$ cat config.mk
export PLATFORM = sky130hd
export DESIGN_NAME = phy_mgmt_regfile
export DESIGN_NICKNAME = d
export VERILOG_FILES = /design/src/rtl/phy_mgmt_pkg.sv /design/src/rtl/phy_access_decode.sv /design/src/rtl/phy_ctrl_regs.sv /design/src/rtl/phy_link_track.sv /design/src/rtl/phy_mgmt_regfile.sv
export SDC_FILE = /design/constraint.sdc
export NUM_CORES = 1
export LEC_CHECK = 0
export BUFFER_PORTS_ARGS = -buffer_cell sky130_fd_sc_hd__buf_2
export CAP_MARGIN = 20
export CORE_ASPECT_RATIO = 1.75
export CORE_MARGIN = 2
export CORE_UTILIZATION = 35
export CTS_BUF_LIST = sky130_fd_sc_hd__clkbuf_4 sky130_fd_sc_hd__clkbuf_8
export DETAILED_ROUTE_END_ITERATION = 8
export PLACE_DENSITY = 0.56
export SLEW_MARGIN = 40
export SYNTH_ARGS = -nofsm -noshare
export SYNTH_HDL_FRONTEND = slang
export SYNTH_SLANG_ARGS = --single-unit
export TNS_END_PERCENT = 100
$ cat constraint.sdc
create_clock -name clk -period 1 [get_ports clk]
set_input_delay 0.05 -clock clk [delete_from_list [all_inputs] [get_ports clk]]
set_output_delay 0.05 -clock clk [all_outputs]
set_load 0.005 [all_outputs]
$ cat src/rtl/phy_mgmt_pkg.sv
package phy_mgmt_pkg;

  localparam int unsigned DW = 16;

  localparam int unsigned IDX_CTRL    = 0;
  localparam int unsigned IDX_STAT    = 1;
  localparam int unsigned IDX_ID_HI   = 2;
  localparam int unsigned IDX_ID_LO   = 3;
  localparam int unsigned IDX_ADV     = 4;
  localparam int unsigned IDX_PARTNER = 5;
  localparam int unsigned IDX_EXP     = 6;
  localparam int unsigned NUM_IDX     = 7;

  localparam int unsigned CTRL_SOFT_RST_BIT = 15;

  localparam logic [DW-1:0] CTRL_DEF  = 16'h3100;
  localparam logic [DW-1:0] ADV_DEF   = 16'h01E1;
  localparam logic [DW-1:0] STAT_BASE = 16'h7848;
  localparam logic [DW-1:0] STAT_LINK = 16'h0024;
  localparam logic [DW-1:0] ABIL_100TX = 16'h0080;
  localparam logic [DW-1:0] ABIL_LINKED = 16'h0161;
  localparam logic [DW-1:0] NO_PHY    = 16'hFFFF;

  function automatic logic [DW-1:0] status_word(input logic lnk);
    return lnk ? (STAT_BASE | STAT_LINK) : STAT_BASE;
  endfunction

  function automatic logic [DW-1:0] partner_word(input logic lnk);
    return lnk ? (ABIL_100TX | ABIL_LINKED) : ABIL_100TX;
  endfunction

endpackage

$ cat src/rtl/phy_access_decode.sv
module phy_access_decode #(
  parameter int unsigned ADDR_W = 5,
  parameter int unsigned REG_W  = 5,
  parameter int unsigned NSEL   = 7
) (
  input  logic [ADDR_W-1:0] phy_addr_strap,
  input  logic [ADDR_W-1:0] acc_phy,
  input  logic [REG_W-1:0]  acc_reg,
  output logic              addr_hit,
  output logic [NSEL-1:0]   sel
);
  assign addr_hit = (acc_phy == phy_addr_strap);

  for (genvar i = 0; i < NSEL; i++) begin : g_sel
    assign sel[i] = addr_hit && (acc_reg == REG_W'(i));
  end
endmodule

$ cat src/rtl/phy_ctrl_regs.sv
module phy_ctrl_regs
  import phy_mgmt_pkg::*;
(
  input  logic          clk,
  input  logic          rst_n,
  input  logic          wr_en,
  input  logic          sel_ctrl,
  input  logic          sel_adv,
  input  logic [DW-1:0] wr_data,
  output logic          soft_rst_evt,
  output logic [DW-1:0] ctrl_q,
  output logic [DW-1:0] adv_q
);
  logic ctrl_wr;
  logic adv_wr;

  assign soft_rst_evt = wr_en && sel_ctrl && wr_data[CTRL_SOFT_RST_BIT];
  assign ctrl_wr      = wr_en && sel_ctrl && !wr_data[CTRL_SOFT_RST_BIT];
  assign adv_wr       = wr_en && sel_adv;

  always_ff @(posedge clk or negedge rst_n) begin
    if (!rst_n) begin
      ctrl_q <= CTRL_DEF;
      adv_q  <= ADV_DEF;
    end else if (soft_rst_evt) begin
      ctrl_q <= CTRL_DEF;
      adv_q  <= ADV_DEF;
    end else begin
      if (ctrl_wr) ctrl_q <= wr_data;
      if (adv_wr)  adv_q  <= wr_data;
    end
  end
endmodule

$ cat src/rtl/phy_link_track.sv
module phy_link_track
  import phy_mgmt_pkg::*;
(
  input  logic          clk,
  input  logic          rst_n,
  input  logic          link_up,
  output logic          link_q,
  output logic [DW-1:0] status_w,
  output logic [DW-1:0] partner_w
);
  always_ff @(posedge clk or negedge rst_n) begin
    if (!rst_n) link_q <= 1'b0;
    else        link_q <= link_up;
  end

  assign status_w  = status_word(link_q);
  assign partner_w = partner_word(link_q);
endmodule

$ cat src/rtl/phy_mgmt_regfile.sv
module phy_mgmt_regfile
  import phy_mgmt_pkg::*;
#(
  parameter int unsigned     ADDR_W = 5,
  parameter int unsigned     REG_W  = 5,
  parameter logic [DW-1:0]   ID_HI  = 16'h0000,
  parameter logic [DW-1:0]   ID_LO  = 16'h8201
) (
  input  logic              clk,
  input  logic              rst_n,
  input  logic [ADDR_W-1:0] phy_addr_strap,
  input  logic [ADDR_W-1:0] acc_phy,
  input  logic [REG_W-1:0]  acc_reg,
  input  logic              wr_en,
  input  logic              rd_en,
  input  logic [DW-1:0]     wr_data,
  input  logic              link_up,
  output logic [DW-1:0]     rd_data,
  output logic              rd_valid
);
  logic               addr_hit;
  logic [NUM_IDX-1:0] sel;
  logic               soft_rst_evt;
  logic [DW-1:0]      ctrl_q;
  logic [DW-1:0]      adv_q;
  logic               link_q;
  logic [DW-1:0]      status_w;
  logic [DW-1:0]      partner_w;
  logic [DW-1:0]      rd_mux;

  phy_access_decode #(.ADDR_W(ADDR_W), .REG_W(REG_W), .NSEL(NUM_IDX)) u_dec (
    .phy_addr_strap (phy_addr_strap),
    .acc_phy        (acc_phy),
    .acc_reg        (acc_reg),
    .addr_hit       (addr_hit),
    .sel            (sel)
  );

  phy_ctrl_regs u_ctrl (
    .clk          (clk),
    .rst_n        (rst_n),
    .wr_en        (wr_en),
    .sel_ctrl     (sel[IDX_CTRL]),
    .sel_adv      (sel[IDX_ADV]),
    .wr_data      (wr_data),
    .soft_rst_evt (soft_rst_evt),
    .ctrl_q       (ctrl_q),
    .adv_q        (adv_q)
  );

  phy_link_track u_link (
    .clk       (clk),
    .rst_n     (rst_n),
    .link_up   (link_up),
    .link_q    (link_q),
    .status_w  (status_w),
    .partner_w (partner_w)
  );

  always_comb begin
    rd_mux = '0;
    if (!addr_hit)              rd_mux = NO_PHY;
    else if (sel[IDX_CTRL])     rd_mux = ctrl_q;
    else if (sel[IDX_STAT])     rd_mux = status_w;
    else if (sel[IDX_ID_HI])    rd_mux = ID_HI;
    else if (sel[IDX_ID_LO])    rd_mux = ID_LO;
    else if (sel[IDX_ADV])      rd_mux = adv_q;
    else if (sel[IDX_PARTNER])  rd_mux = partner_w;
    else if (sel[IDX_EXP])      rd_mux = '0;
  end

  always_ff @(posedge clk or negedge rst_n) begin
    if (!rst_n) begin
      rd_valid <= 1'b0;
      rd_data  <= '0;
    end else begin
      rd_valid <= rd_en;
      if (rd_en) rd_data <= rd_mux;
    end
  end
endmodule

# Yosys cells after proc, flatten, opt, wreduce, memory -nomap -nowiden

Cells that the tools add are included.

Register bits after elaboration: 50
Bits of input ports: 36
Output and inout port bits: 17
Logic and storage cells: 38

Equal/unequal tests: 6
Muxes and demuxes: 13
Reduce and logical (&&, ||, !) cells: 14

Operators with widths:

| cell                 | number |
|---|---|
| $mux W16             | 11 |
| $eq A5 B2 Y1 const B | 2 |
| $eq A5 B3 Y1 const B | 2 |
| $logic_and A1 B1 Y1  | 10 |
| $mux W9              | 1 |
| $mux W6              | 1 |
| $eq A5 B1 Y1 const B | 1 |
| $eq A5 B5 Y1         | 1 |
| $logic_not A5 Y1     | 1 |
| $reduce_bool A2 Y1   | 2 |
| $logic_not A1 Y1     | 1 |

# Logic depth before layout (Yosys ltp)

Depth in word-level cells: 9
Mapped depth: 7
Depth with buffers taken out: 4

# Modules after synthesis

A second synthesis with hierarchy kept.

Cell total of the unflattened synthesis: 317
Area total of the unflattened synthesis: 3141.8 um^2

Modules (own cells, without submodules):

| module            | times used | cells an instance | area each (um^2) | sequential area each (um^2) |
|---|---|---|---|---|
| phy_ctrl_regs     | 1          | 144               | 1539.0           | 810.8 |
| phy_mgmt_regfile  | 1          | 115               | 1189.9           | 425.4 |
| phy_link_track    | 1          | 35                | 272.8            | 25.0 |
| phy_access_decode | 1          | 23                | 140.1            | 0.0 |

# Least setup slack after synthesis

No wires, ideal clock.

Path type: input port to flip-flop
Start: in acc_reg[0]
End: reg u_ctrl.adv_q[12]
Library setup time: 136 ps
Arrival: 1575 ps
Data required time: 864 ps
Path slack: -711 ps
Stages on the path: 7
Path buffers: 3
Cell sequence: buf_6 or4b_4 or3_1 buf_2 buf_6 o31ai_2 a21oi_1

Word-level cells in the longest chain between the ends: 5
Elaborated cells on any way between the ends: 9
Those cells by class: eq/ne (1); mux (1); reduce/logical (7)

Ends and longest elaborated chain:

| element                                        | RTL line                | text |
|---|---|---|
| start: declaration                             | phy_mgmt_regfile.sv:13  | `input logic [REG_W-1:0] acc_reg,` |
| $logic_not A5 Y1                               | phy_access_decode.sv:15 | `assign sel[i] = addr_hit && (acc_reg == REG_W'(i));` |
| $logic_and A1 B1 Y1                            | phy_access_decode.sv:15 |  |
| $logic_and A1 B1 Y1 (2 in series)              | phy_ctrl_regs.sv:17     | `assign soft_rst_evt = wr_en && sel_ctrl && wr_data[CTRL_SOFT_RST_BIT];` |
| $mux W16 or $reduce_bool A2 Y1 (tied branches) | --                      |  |
| end signal: assignment                         | phy_ctrl_regs.sv:30     | `if (adv_wr) adv_q <= wr_data;` |
| end: declaration                               | phy_ctrl_regs.sv:12     | `output logic [DW-1:0] adv_q` |

Parallel ways exist; a longest one is shown, timed or not.
A chain may end at the register's enable or synchronous reset.

# Worst setup path in the final report

Start: in acc_reg[3]
End: reg u_ctrl.adv_q[9]

Same word-level chain as after synthesis.

==> flow_summary.rst <==
.. list-table::
   :header-rows: 1

   * - Metric
     - Value
   * - Result of the run
     - finished with violations
   * - Violated checks
     - negative setup slack
   * - Number of antenna violations at the first check in global routing
     - 0
   * - Number of ports placed on the die boundary
     - 53
   * - Number of synthesized register bits
     - 50
   * - Crit path capture type
     - register
   * - Most used cell, CP
     - sky130_fd_sc_hd__buf_6
   * - Max Fanout on Critical Path
     - 5
   * - Synthesized-area fraction occupied by ao, oa, aoi and oai cells
     - 13.34%
   * - Total via count in the routed design
     - about 2400
   * - Required time of the worst setup path
     - approximately 1300 ps
   * - Residual DRC
     - 0
   * - Width of the die
     - 68.78 um
   * - Chip Height
     - 117.4 um
   * - Deepest level of the CTS H-tree
     - 2
   * - Tightest slew margin relative to the limit
     - 60.55%
   * - Met1 usage in global routing
     - 24.53%
   * - Critical path depth in cells
     - 8
   * - Placement row count
     - 41
   * - Sw Pwr
     - 0.001127 W
   * - Antenna diode count
     - 0
   * - Pleak
     - approximately 1.7 nW
   * - Least-Margin Pin Slew
     - 588.5 ps
   * - Unique masters post-synth
     - 38
   * - Slowest-stage cell, CP
     - sky130_fd_sc_hd__or4b_4
   * - Worst setup path category
     - input port to register
   * - Part of the Yosys area used for sequential elements
     - between 40% and 50%
   * - HPWL reported at the end of detailed placement
     - 5.215 mm
   * - CP top delay family
     - simple AND/OR/NAND/NOR gates
   * - Maximum clock rate
     - 0.7381 GHz
   * - Final Hold Vio Count
     - 0
   * - Iter 0 DRT Violations
     - 137
   * - Cell area after synthesis
     - approximately 0.0026 sq mm
   * - Setup ws final
     - -354.9 ps
   * - Cell Chain, Critical Path
     - buf_6 -> or4b_4 -> buf_6 -> nor3_4 -> buf_6 -> clkbuf_16 -> nand4_1 -> a21oi_1
   * - Min Clock Period, post-route
     - approximately 1400 ps
   * - Ratio of cells with drive above 1 in the final layout
     - 56.63%
   * - Number of clock sinks seen by CTS
     - 50
   * - Max VDD drop
     - ~0.59 mV
   * - Final Routed Wirelength
     - 7.548 mm
   * - Maximum capacitance violations
     - 0
   * - Dominant combinational cell family by area after synthesis
     - simple AND/OR/NAND/NOR gates
   * - Global-route usage over all layers
     - 19.72%
   * - Maximum number of pins on one net before global-route repair
     - 24
   * - Signal arrival time at the worst endpoint
     - 1600 ps
   * - Synthesized instance count
     - 252
   * - Launching instance or port of the critical path
     - acc_reg[3]
   * - Share of the core filled with cells in the final layout
     - 56.50%
   * - Fillcell total
     - 632
   * - Launch point of the worst reg-to-reg path
     - u_ctrl.ctrl_q[8]
   * - Flop pwr share
     - 51.5%
   * - Share of async-settable or async-resettable flops after synthesis
     - 100.0%
   * - Cell at the root of the clock tree
     - sky130_fd_sc_hd__clkbuf_8
   * - Number of buffers created by CTS
     - 5
   * - Number of buffers and inverters on the critical path
     - 4
   * - Multiplexer fraction of the synthesized cell area
     - 8.033%
   * - Die area
     - 0.008071 sq mm
   * - Share of total power in the clock network
     - a little over 30%
   * - Mapped Nets
     - 288
   * - Internal power
     - 0.002985 W
   * - Combinational power share
     - 17.6%
   * - Count of flip-flops with a built-in enable after synthesis
     - 0
   * - Worst setup endpoint
     - u_ctrl.adv_q[9]
   * - GR Overflow Total
     - 0
   * - Mean Syn Cell Area
     - just over 10 sq um
   * - Setup slack on the worst flop-to-flop path
     - -110 ps
   * - Met2 usage
     - between 30% and 40%
   * - Reg2Reg Capture Point
     - rd_data[8]
   * - Cells on worst reg2reg path
     - 4
   * - Number of input and output port buffers inserted
     - 52
   * - Number of routed nets with antenna violations
     - 0
   * - Switching power share of the total
     - 27.41%
   * - Wire length of the first global-routing pass
     - 11.97 mm
   * - Initial core utilization
     - around 36%
   * - Placeable core area
     - 0.007182 sq mm
   * - Number of nets in the layout
     - 397
   * - Final hold slack
     - about 3.5 ps
   * - Yosys warns
     - 0
   * - CTS clock-pin slew for the worst setup and hold paths
     - 90 ps
   * - Class of the tightest hold or removal check
     - input port to register
   * - Most used routing layer in global routing
     - met2
   * - Maximum cell stage delay along the critical path
     - between 500 and 600 ps
   * - Clk_lat worst skew
     - 320 ps
   * - Count of final max-slew check failures
     - 0
   * - First-pass DRT Iterations
     - 4
   * - Unrepaired setup endpoints after global routing
     - true
   * - Met3 usage
     - 2.876%
   * - GP Congestion
     - 0.8275
   * - CTS tree
     - built
   * - Via-to-Cell Ratio
     - 5.326
   * - Adder-Cell Fraction of Synth Area
     - 0%
   * - Max clock buf depth
     - 2
   * - Post-route clock skew
     - 2.750 ps
   * - Xor and xnor area share after synthesis
     - 1.704%
   * - PD cells
     - 1013 mW/mm^2
   * - Setup Viol. Count Final
     - 47
   * - Post-synth top flop
     - sky130_fd_sc_hd__dfrtp_1
   * - Post-DR wirelength/cell
     - roughly 17 um
   * - Simple logic cell fraction of the synthesized area
     - 22.83%
   * - CP startpoint kind
     - input port
   * - Number of global-route vias before repair
     - approximately 2500
   * - Ratio of final minimum period to clock period
     - 135.5%
   * - Area grow syn2layout
     - 57.89%
[worst min-delay path, stage by stage]
cell	delay, ps
sky130_fd_sc_hd__buf_2	100
sky130_fd_sc_hd__nand4_1	90
sky130_fd_sc_hd__a21oi_2	50
[worst min-delay path by stage]
stage / from / end / slack [ps] / cells after the start
floorplan: rst_n / rd_data[0] / -250 / 0
global placement: rst_n / rd_data[13] / -20 / 1
detailed placement: rst_n / rd_data[13] / -20 / 1
CTS: wr_data[1] / u_ctrl.adv_q[1] / 6 / 3
global route: wr_data[2] / u_ctrl.adv_q[2] / 5 / 3
finish: wr_data[14] / u_ctrl.adv_q[14] / 3 / 3
[synth_stat cells, drive strengths merged (4+ instances only)]
master | number | area [sq um]
nor2 | 22 | 82.58
nand4 | 18 | 112.6
nor2b | 12 | 75.07
a21oi | 14 | 70.07
nor4 | 4 | 40.04
nand3 | 27 | 147.6
mux2 | 13 | 146.4
nand2 | 6 | 22.52
dfrtp | 42 | 1051
mux2i | 6 | 60.06
o31ai | 15 | 157.7
dfstp | 8 | 210.2
buf | 10 | 61.31
nor3 | 6 | 35.03
inv | 6 | 22.52
a31oi | 13 | 81.33
clkbuf | 12 | 45.04
xnor2 | 4 | 35.03
[metal layers]
metal,up-vias,routed length (um)
met1,1180,2982
met5,-,0
met2,50,4177
met3,11,215
li1,1145,-
met4,0,173
[flip-flops by register name, indices dropped and copies added (netlist names)]
register	cells
rd_data	16
rd_valid	1
u_ctrl.adv_q	16
u_ctrl.ctrl_q	16
u_link.link_q	1
[kinds of logic after synthesis]
family / Yosys count
AOI/OAI and AO/OA: 47
xor gates and xnor gates: 5
buffers and inverters: 28
DFF: 50
muxes: 19
and+or+nand+nor: 103
[cells in the final DEF, fill, tap and decap left out, types with 2 or more instances in the layout]
cell and count:
sky130_fd_sc_hd__a21oi_1 7, sky130_fd_sc_hd__a21oi_2 7, sky130_fd_sc_hd__a31oi_1 12, sky130_fd_sc_hd__and4_4 2
sky130_fd_sc_hd__buf_12 3, sky130_fd_sc_hd__buf_16 2, sky130_fd_sc_hd__buf_2 50, sky130_fd_sc_hd__buf_4 37
sky130_fd_sc_hd__buf_6 20, sky130_fd_sc_hd__clkbuf_8 6, sky130_fd_sc_hd__dfrtp_1 42, sky130_fd_sc_hd__dfstp_2 8
sky130_fd_sc_hd__dlygate4sd3_1 10, sky130_fd_sc_hd__inv_1 6, sky130_fd_sc_hd__mux2_2 6, sky130_fd_sc_hd__mux2_4 7
sky130_fd_sc_hd__mux2i_1 5, sky130_fd_sc_hd__nand2_1 6, sky130_fd_sc_hd__nand3_1 14, sky130_fd_sc_hd__nand3_2 10
sky130_fd_sc_hd__nand3_4 3, sky130_fd_sc_hd__nand4_1 18, sky130_fd_sc_hd__nor2_1 20, sky130_fd_sc_hd__nor2_4 2
sky130_fd_sc_hd__nor2b_1 12, sky130_fd_sc_hd__nor3_2 2, sky130_fd_sc_hd__nor3_4 3, sky130_fd_sc_hd__nor4_2 3
sky130_fd_sc_hd__o31ai_2 8, sky130_fd_sc_hd__o31ai_4 7, sky130_fd_sc_hd__or3_4 3, sky130_fd_sc_hd__or4b_4 2
sky130_fd_sc_hd__xnor2_2 4
[power groups by stage]
| stage | registers (W) | logic (W) | clock network, W |
|---|---|---|---|
| after floorplan | 0.00215 | 0.000245 | 0 |
| after global placement | 0.00215 | 0.000558 | 0 |
| after detailed placement | 0.00215 | 0.000564 | 0 |
| after CTS | 0.00212 | 0.000660 | 0.00131 |
| after global routing | 0.00213 | 0.000786 | 0.00136 |
| final | 0.00212 | 0.000722 | 0.00127 |
[per-stage QoR]
stage	worst slack [ps]	area [sq um]	total power (W)	cells	TNS, ps
final	-354.9	4058	0.004111	448	-11280
after global routing	-381.8	4058	0.004269	448	-13580
after CTS	-319.7	3812	0.004082	441	-11900
after detailed placement	-788.3	3288	0.002716	416	-31430
after global placement	-756.4	3283	0.002708	416	-30480
after floorplan	-680.2	2660	0.002395	252	-21890
[layout make-up]
class	count	area (sq um)	area share (%)
clock buffer	6	82.58	2.035
tap	86	107.6	2.652
inverter	6	22.52	0.5550
sequential	50	1261	31.08
timing repair buffer	123	993.5	24.48
clock inverter	2	12.51	0.3084
multi-input combinational	175	1578	38.88
[what timing repair did]
action                                  4_1_cts  5_1_grt
setup buffers                                 5        7
pin swaps                                    27       19
cloned                                        3        2
resized for setup                            56       31
endpoints found under the hold margin        54        0
endpoints found under the setup margin       48       48
hold buffers                                 10        0
(Power assumes the default switching activity.)
